--- config.mk ---
export PLATFORM = sky130hd
export DESIGN_NAME = ballast_mode_seq
export DESIGN_NICKNAME = d
export VERILOG_FILES = /design/src/rtl/ballast_mode_seq.sv
export SDC_FILE = /design/constraint.sdc
export NUM_CORES = 1
export LEC_CHECK = 0
export BUFFER_PORTS_ARGS = -buffer_cell sky130_fd_sc_hd__buf_2
export CELL_PAD_IN_SITES_DETAIL_PLACEMENT = 1
export CELL_PAD_IN_SITES_GLOBAL_PLACEMENT = 1
export CORE_AREA = 10 10 47 49
export CTS_BUF_LIST = sky130_fd_sc_hd__clkbuf_4
export DETAILED_ROUTE_END_ITERATION = 10
export DIE_AREA = 0 0 57 59
export MAX_ROUTING_LAYER = met4
export PLACE_DENSITY = 0.72
export SYNTH_ARGS = -nofsm -noshare
export SYNTH_HDL_FRONTEND = slang
export SYNTH_SLANG_ARGS = --single-unit
--- constraint.sdc ---
create_clock -name clk -period 2.2 [get_ports clk]
set_input_delay 0.11 -clock clk [delete_from_list [all_inputs] [get_ports clk]]
set_output_delay 0.11 -clock clk [all_outputs]
set_load 0.01 [all_outputs]
--- src/rtl/ballast_mode_seq.sv ---
module ballast_mode_seq #(
  parameter int CW_W    = 8,
  parameter int RUN_LVL = 204,
  parameter int SD_LVL  = 35
) (
  input  logic            clk,
  input  logic            rst_n,
  input  logic            sup_hi_a,
  input  logic            sup_lo_a,
  input  logic [CW_W-1:0] ctrl_word,
  input  logic            cf_fault,
  input  logic            sd_req,
  output logic [1:0]      mode,
  output logic            bridge_en,
  output logic            zvs_en,
  output logic            cf_en,
  output logic            cw_clear,
  output logic            fmin_ref_en
);
  localparam logic [1:0] M_UV = 2'b00, M_SWP = 2'b01, M_RUN = 2'b10, M_FLT = 2'b11;
  localparam logic [CW_W-1:0] RUN_W = CW_W'(RUN_LVL);
  localparam logic [CW_W-1:0] SD_W  = CW_W'(SD_LVL);

  logic [1:0] hi_sync, lo_sync;
  logic       hi_s, lo_s;
  logic [1:0] st, st_nx;

  always_ff @(posedge clk or negedge rst_n)
    if (!rst_n) begin
      hi_sync <= 2'b00;
      lo_sync <= 2'b00;
    end else begin
      hi_sync <= {hi_sync[0], sup_hi_a};
      lo_sync <= {lo_sync[0], sup_lo_a};
    end

  assign hi_s = hi_sync[1];
  assign lo_s = lo_sync[1];

  always_comb begin
    st_nx = st;
    if (lo_s) st_nx = M_UV;
    else
      case (st)
        M_UV:  if (hi_s) st_nx = M_SWP;
        M_SWP: if (ctrl_word > RUN_W) st_nx = M_RUN;
        M_RUN: if (cf_fault || sd_req || ctrl_word < SD_W) st_nx = M_FLT;
        default: st_nx = M_FLT;
      endcase
  end

  always_ff @(posedge clk or negedge rst_n)
    if (!rst_n) st <= M_UV;
    else        st <= st_nx;

  assign mode        = st;
  assign bridge_en   = (st == M_SWP) || (st == M_RUN);
  assign fmin_ref_en = bridge_en;
  assign zvs_en      = (st == M_RUN);
  assign cf_en       = (st == M_RUN);
  assign cw_clear    = !bridge_en;


  supply_low_return_chk: assert property (@(posedge clk) disable iff (!rst_n)
    lo_s |=> (mode == M_UV));


  fault_latched_chk: assert property (@(posedge clk) disable iff (!rst_n)
    (mode == M_FLT && !lo_s) |=> (mode == M_FLT));


  uv_hold_chk: assert property (@(posedge clk) disable iff (!rst_n)
    (mode == M_UV && !hi_s) |=> (mode == M_UV));


  run_entry_chk: assert property (@(posedge clk) disable iff (!rst_n)
    (mode == M_SWP && !lo_s && ctrl_word > RUN_W) |=> (mode == M_RUN));


  fault_entry_chk: assert property (@(posedge clk) disable iff (!rst_n)
    (mode == M_RUN && !lo_s && (cf_fault || sd_req)) |=> (mode == M_FLT));


  run_origin_chk: assert property (@(posedge clk) disable iff (!rst_n)
    (mode == M_RUN) |-> ($past(mode) == M_SWP || $past(mode) == M_RUN));


  drive_exclusive_chk: assert property (@(posedge clk) disable iff (!rst_n)
    bridge_en != cw_clear);
endmodule

### Yosys cells after proc, flatten, opt, wreduce, memory -nomap -nowiden

Index checks and enable logic that the tools add are counted.

* input bits: 14
* word-level logic and storage cells: 21
* flip-flop bits (word level): 6
* output and inout bits: 7

* multiplexer cells: 5
* reductions and logical operators: 6
* order comparisons: 2
* eq/ne operators: 5

Operators with widths (count)
* $gt A8 B8 Y1 const B: 1
* $lt A8 B6 Y1 const B: 1
* $mux W2: 4
* $ne A3 B3 Y1 const B: 2
* $pmux W2 S3: 1
* $logic_or A1 B1 Y1: 3
* $ne A3 B1 Y1 const B: 1
* $reduce_and A3 Y1: 1
* $eq A2 B1 Y1 const B: 1
* $eq A2 B2 Y1 const B: 1
* $logic_not A2 Y1: 1
* $logic_not A1 Y1: 1

### Longest topological paths before layout

Gate-level depths: netlist (run 1).

* depth in word-level cells: 5
* gate-level depth with buffers: 6

### Worst setup path before layout (run 1)

Ideal clock, no wire load.

* path type: register to register
* start: register st[1] (netlist: mode[1])
* end: register st[0] (netlist: mode[0])
* arrival time: 1.530 ns
* cell stages (with the launch flop): 7
* data required time: 2.079 ns
* path slack: 0.549 ns
* library setup time: 0.121 ns
* path buffers: 0
* cells stage by stage: dfrtp_1 > inv_1 > ha_1 > nor3b_1 > a221o_1 > a22o_1 > a22o_1

* longest elaborated chain between the ends: 3
* elaborated cells on any way between the ends: 9
* classes of those cells: 5 x eq/ne; 2 x mux; 2 x reduce/logical

RTL lines
* from (decl): line 26 `logic [1:0] st, st_nx;`
* from (signal assigned): line 54 `else st <= st_nx;`
* $eq A2 B1 Y1 (tied with other cells): line 44 `case (st)`
* $ne A3 B3 Y1 (no line) (tied with other cells)
* $reduce_and A3 Y1 (no line) or $mux W2 (tied branches)

Several ways; a longest one is shown, not always the timed one.
A chain may end at the register's enable or synchronous reset.

### Worst setup path after layout (run 1)

Ends and elaborated chain as after synthesis.

==> results of run 1 <==
what timing repair did:
item | 4_1_cts | 5_1_grt
hold endpoints to repair | 8 | 0
setup endpoints to repair | 0 | 0
gates resized for setup | 0 | 0
hold buffers | 3 | 0
buffers inserted | 0 | 0
cell usage after synthesis:
cell and number:
nor2_1 2, nor4b_1 1, nor3b_1 1, inv_1 4, nand2_1 1, a211o_1 1
a21oi_1 1, a22o_1 2, a22o_2 1, nor2b_1 1, a221o_1 1, a2111o_1 1
buf_4 2, ha_1 4, dfrtp_1 6, o211ai_1 1
final timing paths:
path	endpoint	slack, ns	cells past startpoint
setup / recovery	mode[0]	0.50	6
hold / removal	hi_sync[0]	0.23	2
setup reg to reg	mode[0]	0.50	6
hold reg to reg	hi_sync[1]	0.35	0
max in group asynchronous	mode[1]	1.83	2
min in group clk	hi_sync[1]	0.35	0
registers in the layout (all words and copies together), names as in the netlist:
signal / count
lo_sync: 2
hi_sync: 2
mode: 2
routing by layer:
metal | vias up | global-route usage, %
li1 | 155 | -
met1 | 153 | 5.562
met2 | 13 | 11.01
met3 | 2 | 3.219
met4 | 0 | 2.013
met5 | - | -
area by class of cell:
cell class | count | area, sq um | share of cell area (%)
Multi-Input combinational cell | 18 | 153.9 | 31.30
Sequential cell | 6 | 150.1 | 30.53
Timing Repair Buffer | 23 | 130.1 | 26.46
Clock buffer | 3 | 22.52 | 4.580
Tap cell | 16 | 20.02 | 4.071
Inverter | 4 | 15.01 | 3.053
stage by stage:
step                setup slack [ns]  std cells  area [sq um]
global placement              0.5340         64         439.2
floorplan                     0.5488         30         334.1
CTS                           0.4841         70         491.7
global route                  0.3619         70         491.7
detailed placement            0.4970         64         439.2
finish                        0.4962         70         491.7
where the power goes:
group	leakage, nW	switching, mW	internal (mW)	total [mW]
Sequential	0.0730	0.0222	0.131	0.154
Combinational	0.170	0.158	0.139	0.297
Clock	0.0138	0.0350	0.0614	0.0964
cells by family (layout without fill, tap and decap cells):
| logic type | count (synthesis) | in the layout |
|---|---|---|
| compound gates | 8 | 8 |
| fa+ha+maj | 4 | 4 |
| buf+inv | 6 | 30 |
| simple gates | 6 | 6 |
| flops | 6 | 6 |
placed cells by master, fill, tap and decap left out, drive strengths merged, types with 2 or more instances in the layout:
| cell | synthesis | final |
|---|---|---|
| a22o | 3 | 3 |
| buf | 2 | 20 |
| dfrtp | 6 | 6 |
| inv | 4 | 4 |
| nor2 | 2 | 2 |
| clkbuf | 0 | 3 |
| dlygate4sd3 | 0 | 3 |
| ha | 4 | 4 |
==> results.md, run 1 <==
- Worst Path Arrival: 1.82 ns
- Number of port buffers: 20
- Overall Global Routing Usage: 6.172%
- Met1 WL: 358 um
- Fmax achieved: 586.9 MHz
- Top sig layer: met4
- Deepest level of the CTS H-tree: 1
- Total power: 0.5474 mW
- Slew headroom: 72.87%
- Remaining Overflow, GRT: 0
- Met2 wire len: around 500 um
- Reg2Reg Launch Point: mode[1]
- Leak pwr: roughly 0.26 nW
- Antenna Nets Post-Route: 0
- Largest family of logic cells by synthesized area: compound AO/OA/AOI/OAI gates
- Initial drt markers: 1
- Ranking of synthesized cells by area: dfrtp_1, ha_1, a22o_1
- Mux cell area share after synthesis: 0%
- Period minus WS final: around 1.7 ns
- Yosys warning total: 0
- CP Max Fanout: 4
- Max stage delay cell, worst path: dfrtp_1
- Crit path capture type: flip-flop
- Mean cell area of the mapped netlist: 11.14 sq um
- Flops & latches, synth: 6
- Die width: 57 um
- Library cells used by synthesis: 16
- Post-synth net total: 48
- I/O pin count: 21
- FILL cells: 181
- Simple-Gate Fraction of Synth Area: 10.11%
- Status: finished, final reports clean
- DR pass1 iterations: 2
- Root Buffer: clkbuf_4
- Most Frequent Cell on Critical Path: a22o_1
- Mapped Cells: 30
- WP data required: 2.31 ns
- Max VDD drop: between 300 and 400 uV
- Max-slew violation count: 0
- CTS tree: built
- Area Overhead vs Synth: 47.19%
- Met3 WL: 100 um
- Clock-pin slew on the worst setup and hold paths: 0.05 ns
- CP cell instances: inv_1, ha_1, nor3b_1, a221o_1, a22o_1, a22o_1
- Total negative slack: 0 ns
- WHS: 0.2265 ns
- Hold Vio Cnt, Final: 0
- Via/cell ratio: 4.614
- Fin nets: 74
- Setup Crit Path Kind: reg2reg
- Vias post-DR: 323
- CTS sink cnt: 6
- Mean routed wirelength per cell: 13.74 um
- Placed wire-length estimate: 826.1 um
- Maximum clock insertion buffer count: 2
- Peak per-stage delay on the critical path: around 0.38 ns
- Tightest Pin Transition: between 0.4 and 0.5 ns
- Xor/xnor share of the synthesized area: 0%
- Startpoint types: flip-flop
- Adder-Cell Fraction of Synth Area: 14.98%
- Antenna violations before repair: 0
- Critical Path Start: mode[1]
- Initial Utilization: 23.84%
- CTS buffer count: 3
- Largest net degree at the start of global routing: 7
- First-pass GRT wire length: 1635 um
- Layout cells sized above 1: 44.44%
- Core Footprint: ~1400 sq um
- # setup viols final: 0
- Die ar.: 3363 sq um
- Drt total wl: 962 um
- Synth Area in Compound Gates: 20.97%
- CP Buf/Inv Count: 1
- Chip height: 59 um
- DRC violations left: 0
- Final Wtd Congestion: between 0.7 and 0.8
- Crit path max-delay family: compound AO/OA/AOI/OAI gates
- Post-route clock skew: approximately 0.0035 ns
- Pwr dens: 1113 nW/um^2
- Post-layout util: 35.09%
- Diodes inserted: 0
- Yosys top cell area share: 44.94%
- Vias in the first global route: ~380
- Max_cap viols: 0
- FP Rows: 14
- Area leader, netlist: dfrtp_1
- Register area share after synthesis: between 40% and 50%
- Worst hold path class: in2async
- RSZ-0062 raised after global routing: false
- Cell Area, Synth: around 330 sq um
- Fin crit share: 77.44%
- Clock Latency Late Sink: 0.23 ns
No activity file was read; power rests on OpenSTA's default activity.
==> run 2, diff against run 1 <==
==> constraint.sdc (replaced) <==
create_clock -name clk -period 1.7 [get_ports clk]
set_input_delay 0.085 -clock clk [delete_from_list [all_inputs] [get_ports clk]]
set_output_delay 0.085 -clock clk [all_outputs]
set_load 0.01 [all_outputs]
==> run 2 against run 1 <==
Compared with the run above:
- total power rose by 39%
- cell area rose by 5.9%
- critical path depth fell by 1
- first-iteration DRC count did not move
- fmax rose by 5.2%
- non-clock buffer count rose by 3
- critical path type unchanged
- critical endpoint unchanged
- highest routed layer is now met3
==> results.md, run 2 (synthesis results as in run 1) <==
- Cell internal pwr: 0.4701 mW (+42%)
- NetSw: 0.2897 mW (+34%)
- Largest net degree at the start of global routing: 7 (unchanged)
- Vias in the first global route: 392 (+3.7%)
- Max VDD drop: 573.8 uV (+62%)
- Antenna Nets Post-Route: 0 (unchanged)
- WP data required: 1.82 ns (-0.49 ns)
- Leading cell type in the layout, fill and taps excluded: buf_2
- Total negative slack: 0 ns (unchanged)
- Reg2Reg Launch Point: mode[0]
- Number of port buffers: 20 (unchanged)
- Max_cap viols: 0 (unchanged)
- Period minus WS final: 1.620 ns (-0.08401 ns)
- Core Footprint: 1401 sq um (unchanged)
- Tightest Pin Transition: 0.2582 ns (-0.1430 ns)
- Slew headroom: 82.74% (+9.9 points)
- Setup Crit Path Kind: reg2reg
- Layout cells sized above 1: 50.88% (+6.4 points)
- Final std cells w/o fill: 73 (+4.3%)
- Worst r2r path cells: 5 (-1)
- Worst R2R End: mode[0]
- Crit path capture type: flip-flop
- Vias post-DR: 332 (+2.8%)
- I/O pin count: 21 (unchanged)
- Drt total wl: 935 um (-2.8%)
- Maximum clock insertion buffer count: 2 (unchanged)
- Startpoint types: flip-flop
- Crit path max-delay family: compound AO/OA/AOI/OAI gates
- Post-route clock skew: 0.0008683 ns (-0.002587 ns)
- Initial Utilization: 23.84% (unchanged)
- Placed cell count: 66 (+3.1%)
- CTS sink cnt: 6 (unchanged)
- Peak per-stage delay on the critical path: 0.39 ns (about the same)
- DRC violations left: 0 (unchanged)
- Hold Vio Cnt, Final: 0 (unchanged)
- Mean routed wirelength per cell: 12.81 um (-6.8%)
- Clk pwr share: 16.6% (-1.0 points)
- CTS buffer count: 3 (unchanged)
- First-pass GRT wire length: 1593 um (-2.6%)
- Placed wire-length estimate: 799.1 um (-3.3%)
- RSZ-0062 raised after global routing: false
- CTS tree: built
- Deepest level of the CTS H-tree: 1 (unchanged)
- Fin nets: 77 (+4.1%)
- Switching share of power: 38.13% (-1.3 points)
- Remaining Overflow, GRT: 0 (unchanged)
- Initial drt markers: 1 (unchanged)
- FP Rows: 14 (unchanged)
- CP cell instances: ha_1, nor3b_1, a221o_1, a22o_1, a22o_1
- Max stage delay cell, worst path: dfrtp_1
- Via/cell ratio: 4.548 (-1.4%)
- Comb power frac: 58.7% (+4.4 points)
- Leak pwr: 0.2731 nW (+6.3%)
- Worst hold path class: in2async
- Pwr dens: 1460 nW/um^2 (+31%)
- Die width: 57 um (unchanged)
- Chip height: 59 um (unchanged)
- Clock Latency Late Sink: 0.24 ns (about the same)
- Max-slew violation count: 0 (unchanged)
- Status: finished, final reports clean
- Fin crit share: 95.28% (+18 points)
- DR pass1 iterations: 2 (unchanged)
- CP Max Fanout: 3 (-1)
- Root Buffer: clkbuf_4
- FILL cells: 176 (-2.8%)
- Overall Global Routing Usage: 5.945% (-0.23 points)
- R2R setup slack: 0.08 ns (-0.42 ns)
- Worst Path Arrival: 1.74 ns (-0.08 ns)
- Die ar.: 3363 sq um (unchanged)
- Antenna violations before repair: 0 (unchanged)
- Most Frequent Cell on Critical Path: a22o_1
- CP Buf/Inv Count: 0 (-1)
- Clock-pin slew on the worst setup and hold paths: 0.04 ns (about the same)
- Most frequent cells in the layout: buf_2, dfrtp_1, ha_1
- Fmax achieved: 617.4 MHz (+5.2%)
- Seq pwr share: 24.8% (-3.3 points)
- Diodes inserted: 0 (unchanged)
- Final Wtd Congestion: 0.7207 (+0.97%)
- # setup viols final: 0 (unchanged)
- Area Overhead vs Synth: 55.81%
## run 2: worst reg2reg max path: cells and delay by family, from the launching register on
family,cells,cell delay [ns]
and+or+nand+nor,1,0.14
AOI/OAI and AO/OA,3,0.77
adders and majority gates,1,0.22
DFF,1,0.39
## run 2: what timing repair did
action / in CTS / in global routing
resized for setup: 0 / 2
buffers inserted: 0 / 1
hold buffers: 3 / 0
hold endpoints to repair: 8 / 0
endpoints found under the setup margin: 0 / 2
## run 2: how the worst max path moves through the flow
stage / slack (ns) / cells after the start / endpoint / start
floorplan: 0.05 / 6 / mode[0] / mode[1]
global placement: 0.11 / 5 / mode[0] / mode[0]
detailed placement: 0.07 / 5 / mode[0] / mode[0]
CTS: 0.06 / 5 / mode[0] / mode[0]
global route: 0.006 / 6 / mode[1] / mode[1]
finish: 0.08 / 5 / mode[0] / mode[0]
## run 2: layout make-up
| type | count | area [sq um] | area share [%] |
|---|---|---|---|
| clock buffer | 3 | 22.52 | 4.327 |
| inverter | 4 | 15.01 | 2.885 |
| multi-input combinational | 18 | 160.2 | 30.77 |
| sequential | 6 | 150.1 | 28.85 |
| tap | 16 | 20.02 | 3.846 |
| timing repair buffer | 26 | 152.6 | 29.33 |
## run 2: power by group through the flow
stage          sequential [mW]  combinational [mW]  clock [mW]
6_report                 0.188               0.446       0.126
5_1_grt                  0.191               0.496       0.144
2_1_floorplan            0.206               0.257           0
4_1_cts                  0.188               0.438       0.135
3_5_place_dp             0.190               0.432           0
3_3_place_gp             0.189               0.420           0
## run 2: per-layer routing
| metal | routed length (um) | GRT usage (%) | up-vias |
|---|---|---|---|
| met5 | 0 | - | - |
| met4 | 0 | 2.013 | 0 |
| met3 | 98 | 3.219 | 0 |
| met2 | 463 | 10.39 | 13 |
| met1 | 373 | 5.435 | 159 |
| li1 | - | - | 160 |
## run 2: stage by stage
| stage | power, mW | util [%] | cell area [sq um] | setup slack (ns) | hold WS, ns |
|---|---|---|---|---|---|
| after floorplan | 0.4639 | - | 334.1 | 0.04877 | -0.2106 |
| after global placement | 0.6086 | 32.41 | 454.2 | 0.1085 | -0.08711 |
| after detailed placement | 0.6221 | 32.41 | 454.2 | 0.07470 | -0.08483 |
| after CTS | 0.7619 | 36.16 | 506.7 | 0.06457 | 0.1871 |
| after global routing | 0.8312 | 37.14 | 520.5 | 0.006237 | 0.2187 |
| final | 0.7598 | 37.14 | 520.5 | 0.08024 | 0.1989 |
